File: config.mk
export PLATFORM = sky130hd
export DESIGN_NAME = esb_pq_array
export DESIGN_NICKNAME = d
export VERILOG_FILES = /design/src/rtl/esb_pq_pkg.sv /design/src/rtl/esb_op_decode.sv /design/src/rtl/esb_cell.sv /design/src/rtl/esb_pq_array.sv
export SDC_FILE = /design/constraint.sdc
export NUM_CORES = 1
export LEC_CHECK = 0
export ABC_CLOCK_PERIOD_IN_PS = 2300
export CAP_MARGIN = 20
export CORE_ASPECT_RATIO = 0.7
export CORE_MARGIN = 1
export CORE_UTILIZATION = 55
export DETAILED_ROUTE_END_ITERATION = 16
export DONT_BUFFER_PORTS = 1
export PLACE_DENSITY = 0.7
export RECOVER_POWER = 50
export SLEW_MARGIN = 20
export SYNTH_ARGS = -nofsm -noshare
export SYNTH_HDL_FRONTEND = slang
export SYNTH_SLANG_ARGS = --single-unit
export TNS_END_PERCENT = 1
File: constraint.sdc
create_clock -name clk -period 2.3 [get_ports clk]
set_input_delay 0.115 -clock clk [delete_from_list [all_inputs] [get_ports clk]]
set_output_delay 0.115 -clock clk [all_outputs]
set_load 0.02 [all_outputs]
File: src/rtl/esb_pq_pkg.sv
package esb_pq_pkg;

   typedef enum logic [2:0] {
      OP_NONE,
      OP_TRIG,
      OP_EOI,
      OP_SET00,
      OP_SET01,
      OP_QUERY
   } esb_op_e;

   localparam logic [1:0] PQ_IDLE   = 2'b00;
   localparam logic [1:0] PQ_OFF    = 2'b01;
   localparam logic [1:0] PQ_PEND   = 2'b10;
   localparam logic [1:0] PQ_QUEUED = 2'b11;

   // returns {notify, next_state}
   function automatic logic [2:0] event_step(input logic [1:0] pq);
      case (pq)
         PQ_IDLE:   return {1'b1, PQ_PEND};
         PQ_PEND:   return {1'b0, PQ_QUEUED};
         PQ_QUEUED: return {1'b0, PQ_QUEUED};
         default:   return {1'b0, PQ_OFF};
      endcase
   endfunction

   function automatic logic [2:0] eoi_step(input logic [1:0] pq);
      case (pq)
         PQ_QUEUED: return {1'b1, PQ_PEND};
         PQ_PEND:   return {1'b0, PQ_IDLE};
         default:   return {1'b0, pq};
      endcase
   endfunction

endpackage

File: src/rtl/esb_op_decode.sv
module esb_op_decode
   import esb_pq_pkg::*;
#(
   parameter int OFF_W = 12
) (
   input  logic             vld,
   input  logic             we,
   input  logic             trig_page,
   input  logic [OFF_W-1:0] off,
   output esb_op_e          op
);
   localparam int NIB_LSB = OFF_W - 4;

   initial begin
      if (OFF_W < 4) $error("OFF_W must be at least 4");
   end

   logic [3:0] nib;
   assign nib = off[NIB_LSB +: 4];

   generate
      if (NIB_LSB > 0) begin : g_low
         logic unused_low;
         assign unused_low = ^off[NIB_LSB-1:0];
      end
   endgenerate

   always_comb begin
      op = OP_NONE;
      if (vld) begin
         if (trig_page) begin
            op = we ? OP_TRIG : OP_QUERY;
         end else if (we) begin
            op = (nib == 4'h4) ? OP_EOI : OP_NONE;
         end else begin
            case (nib)
               4'h0:    op = OP_EOI;
               4'hC:    op = OP_SET00;
               4'hD:    op = OP_SET01;
               default: op = OP_QUERY;
            endcase
         end
      end
   end
endmodule

File: src/rtl/esb_cell.sv
module esb_cell
   import esb_pq_pkg::*;
#(
   parameter bit RST_MASKED = 1'b1
) (
   input  logic       clk,
   input  logic       rst_n,
   input  esb_op_e    op,
   input  logic       hw_evt,
   output logic [1:0] pq,
   output logic       notify
);
   logic [1:0] rst_val;

   generate
      if (RST_MASKED) begin : g_rst_off
         assign rst_val = PQ_OFF;
      end else begin : g_rst_idle
         assign rst_val = PQ_IDLE;
      end
   endgenerate

   logic [1:0] mid_pq, nxt_pq;
   logic       bus_ntf, evt_ntf;
   logic [2:0] bus_res, evt_res;

   always_comb begin
      case (op)
         OP_TRIG:  bus_res = event_step(pq);
         OP_EOI:   bus_res = eoi_step(pq);
         OP_SET00: bus_res = {1'b0, PQ_IDLE};
         OP_SET01: bus_res = {1'b0, PQ_OFF};
         default:  bus_res = {1'b0, pq};
      endcase
      bus_ntf = bus_res[2];
      mid_pq  = bus_res[1:0];
      evt_res = hw_evt ? event_step(mid_pq) : {1'b0, mid_pq};
      evt_ntf = evt_res[2];
      nxt_pq  = evt_res[1:0];
   end

   always_ff @(posedge clk) begin
      if (!rst_n) begin
         pq     <= rst_val;
         notify <= 1'b0;
      end else begin
         pq     <= nxt_pq;
         notify <= bus_ntf | evt_ntf;
      end
   end
endmodule

File: src/rtl/esb_pq_array.sv
module esb_pq_array
   import esb_pq_pkg::*;
#(
   parameter int NSRC       = 8,
   parameter int SRC_W      = (NSRC > 1) ? $clog2(NSRC) : 1,
   parameter int OFF_W      = 12,
   parameter int DATA_W     = 64,
   parameter bit RST_MASKED = 1'b1
) (
   input  logic              clk,
   input  logic              rst_n,
   input  logic              acc_vld,
   input  logic              acc_we,
   input  logic [SRC_W-1:0]  acc_src,
   input  logic              acc_trig_page,
   input  logic [OFF_W-1:0]  acc_off,
   input  logic [DATA_W-1:0] acc_wdata,
   input  logic [NSRC-1:0]   hw_trig,
   output logic              rd_vld,
   output logic [1:0]        rd_pq,
   output logic [NSRC-1:0]   notify
);
   localparam int FULL_MAP = (NSRC == (1 << SRC_W)) ? 1 : 0;

   initial begin
      if (NSRC < 1) $error("NSRC must be at least 1");
      if ((1 << SRC_W) < NSRC) $error("SRC_W too narrow for NSRC");
      if (DATA_W < 1) $error("DATA_W must be at least 1");
   end

   logic unused_data;
   assign unused_data = ^acc_wdata;

   esb_op_e op;

   esb_op_decode #(.OFF_W(OFF_W)) u_dec (
      .vld       (acc_vld),
      .we        (acc_we),
      .trig_page (acc_trig_page),
      .off       (acc_off),
      .op        (op)
   );

   logic [NSRC-1:0][1:0] pq_q;

   for (genvar i = 0; i < NSRC; i++) begin : g_src
      esb_op_e cell_op;
      assign cell_op = (acc_src == SRC_W'(i)) ? op : OP_NONE;
      esb_cell #(.RST_MASKED(RST_MASKED)) u_cell (
         .clk    (clk),
         .rst_n  (rst_n),
         .op     (cell_op),
         .hw_evt (hw_trig[i]),
         .pq     (pq_q[i]),
         .notify (notify[i])
      );
   end

   logic [1:0] sel_pq;
   generate
      if (FULL_MAP == 1) begin : g_full
         assign sel_pq = pq_q[acc_src];
      end else begin : g_part
         assign sel_pq = (acc_src < SRC_W'(NSRC)) ? pq_q[acc_src] : 2'b00;
      end
   endgenerate

   always_ff @(posedge clk) begin
      if (!rst_n) begin
         rd_vld <= 1'b0;
         rd_pq  <= 2'b00;
      end else begin
         rd_vld <= acc_vld & ~acc_we;
         if (acc_vld && !acc_we) rd_pq <= sel_pq;
      end
   end
endmodule

==> reports/qor.yml <==
power.total_uw: 921
worstPathMaxFanout: 11
grt_pass1_vias: 1757
ys_types: 60
leakage_nw: 0.728
p_comb_share_pct: 17.4
dr_total_vias: 2236
status: "finished with violations"
synthesis.instances: 272
cts_tree: "done"
synthesis.area_um2: 2180
skew_ns: 0.00542
powerDensity_nw_per_um2: 413
max_cap_violations: 0
grt.total_usage_pct: 28.6
clk_latency_ns: 0.28
die_area_um2: 4230
fin_tns_setup_ns: 0
fin_util_pct: 61.2
viasPerCell: 7.24
ys.flop_type: "dfxtp_1"
antenna_found_initial: 0
rows: 18
die_w_um: 77.3
htree_levels: 1
max_freq_ghz: 0.513
wirelength_um: 5970
synthArstFlopShare_pct: 0
netlist_top_cells_area: "dfxtp_1 25%, a31oi_1 5.7%, nor2_1 4.6%, mux4_2 4.1%, nor3_1 3.7%"
fin_crit_sh_pct: 84.7
avgSynthCellArea_um2: 8.03
synth_edf_count: 0
p_int_uw: 658
die_h_um: 54.7
critPathArrivalTime_ns: 2.12
power_frac_seq_pct: 52.9
hp-class: "in -> reg"
path_clk_slew_ns: 0.10
wl_per_cell_um: 19.3
startpoint_type: "input port"
worstMarginPinSlew_ns: 0.951
grt_first_pass_wirelength_um: 9250
drtPass1Iterations: 7
grt_max_degree: 19
slew_headroom_pct: 36.6
synth_common_cells: "27 x dfxtp_1, 27 x nor2_1, 20 x a31oi_1"
slew_viol_final: 0
synth.top_cell.area_share_pct: 24.7
synth_top_cell_by_area: "dfxtp_1"
clock-sinks: 27
synth_warnings: 0
ctsResizeCount: 0
power_frac_clock_pct: 29.7
grt-ovfl-total: 0
hpwl_um: 4140
sw_frac_of_total_pct: 28.6
syn2layout_area_growth_pct: 2.18
fp.coreArea_um2: 3650
vdd_drop_max_v: 0.000274
period_needed_ns: 1.95
drt-initial-drc-count: 257
rsz0062_at_grt: "no"
diodes: 0
numCtsBuffers: 3
ys_ff_latch: 27
violations: "hold timing"
cts_max_path_buffers: 2
io_pins: 103
setup_viol: 0
layout.nets: 352
drive_above_1_share_pct: 10.0
cts_setup_buffers: 0
fillers: 351
drtAntennaViolNets: 0
yosysSeqAreaShare_pct: 24.7
crit_type: "in -> reg"
holdWs_ns: -0.00142
port_buffers: 0
switching_power_uw: 263
drc: 0
critPathRequiredTime_ns: 2.47
finalHoldViolCount: 1
initial_utilization_pct: 59.9
synth_nets: 364
place.gp.congestion: 0.821
cts_root_buffer: "clkbuf_8"
end_kind: "flop"
[through the flow]
stage	hold slack (ns)	instance area [um2]	setup WS, ns	std cells
floorplan	0.225	2180	0.297	272
global placement	0.205	2130	0.143	298
detailed placement	0.206	2130	0.125	298
CTS	0.000860	2240	0.404	309
global route	0.00192	2230	0.102	309
finish	-0.00142	2230	0.352	309
[what timing repair did]
action / in CTS / in global routing
hold buffers: 7 / 0
endpoints found under the setup margin: 0 / 0
endpoints found under the hold margin: 14 / 0
[power groups by stage]
stage / registers (mW) / clock network (mW) / logic (mW)
after floorplan: 0.492 / 0 / 0.144
after global placement: 0.498 / 0 / 0.143
after detailed placement: 0.498 / 0 / 0.144
after CTS: 0.487 / 0.278 / 0.157
after global routing: 0.489 / 0.293 / 0.173
final: 0.487 / 0.274 / 0.160
[layout make-up]
type	count	area [um2]	share of cell area [%]
Multi-Input combinational cell	207	1440	64.6
Sequential cell	27	541	24.2
Timing Repair Buffer	14	115	5.16
Tap cell	50	62.6	2.80
Clock buffer	3	41.3	1.85
Inverter	7	26.3	1.18
Clock inverter	1	5.00	0.224
[routing by layer]
metal  routed length [um]  vias up  track usage (%)
met5                    0        -                0
met3                  692        4             7.50
met4                   23        0             2.52
met2                 2510      141             43.4
met1                 2750     1028             41.7
li1                     -     1063                -
[state kept, by name, indices dropped and copies added (netlist names)]
signal / count
rd_vld: 1
rd_pq: 2
g_src.u_cell.pq: 16
g_src.u_cell.notify: 8
[critical path: stages]
cell and delay, ns:
nor4b_2 0.38, a22oi_1 0.37, buf_4 0.28, o41ai_1 0.46, o21ai_0 0.21, a211o_1 0.30
[placed cells by master, fill, tap and decap left out, drive strengths merged, types with 5 or more instances in the layout]
| master | count |
|---|---|
| a21oi | 9 |
| nand2 | 12 |
| a31oi | 20 |
| o21ai | 7 |
| o32ai | 7 |
| clkbuf | 5 |
| dlygate4sd3 | 7 |
| a21o | 7 |
| nor2 | 27 |
| o41ai | 6 |
| inv | 6 |
| o211ai | 8 |
| dfxtp | 27 |
| nor3 | 16 |
| o2111ai | 5 |
| a211oi | 7 |
| buf | 5 |
[final timing paths]
check,cells past startpoint,from,slack (ns),endpoint
setup / recovery,6,acc_off[11],0.35,g_src[6].u_cell.pq[0]
hold / removal,2,rst_n,-0.001,g_src[6].u_cell.notify
hold reg to reg,2,rd_pq[1],0.59,rd_pq[1]
setup reg to reg,5,g_src[0].u_cell.pq[1],0.52,g_src[0].u_cell.notify
[logic make-up (layout without fill, tap and decap cells)]
logic type / after synthesis / after routing / share of synthesized area [%]
and+or+nand+nor: 90 / 90 / 22.1
DFF: 27 / 27 / 24.7
xor gates and xnor gates: 1 / 1 / 0.401
AOI/OAI and AO/OA: 110 / 110 / 38.7
buffers and inverters: 38 / 25 / 9.11
muxes: 6 / 6 / 5.04
(Power assumes the default switching activity.)
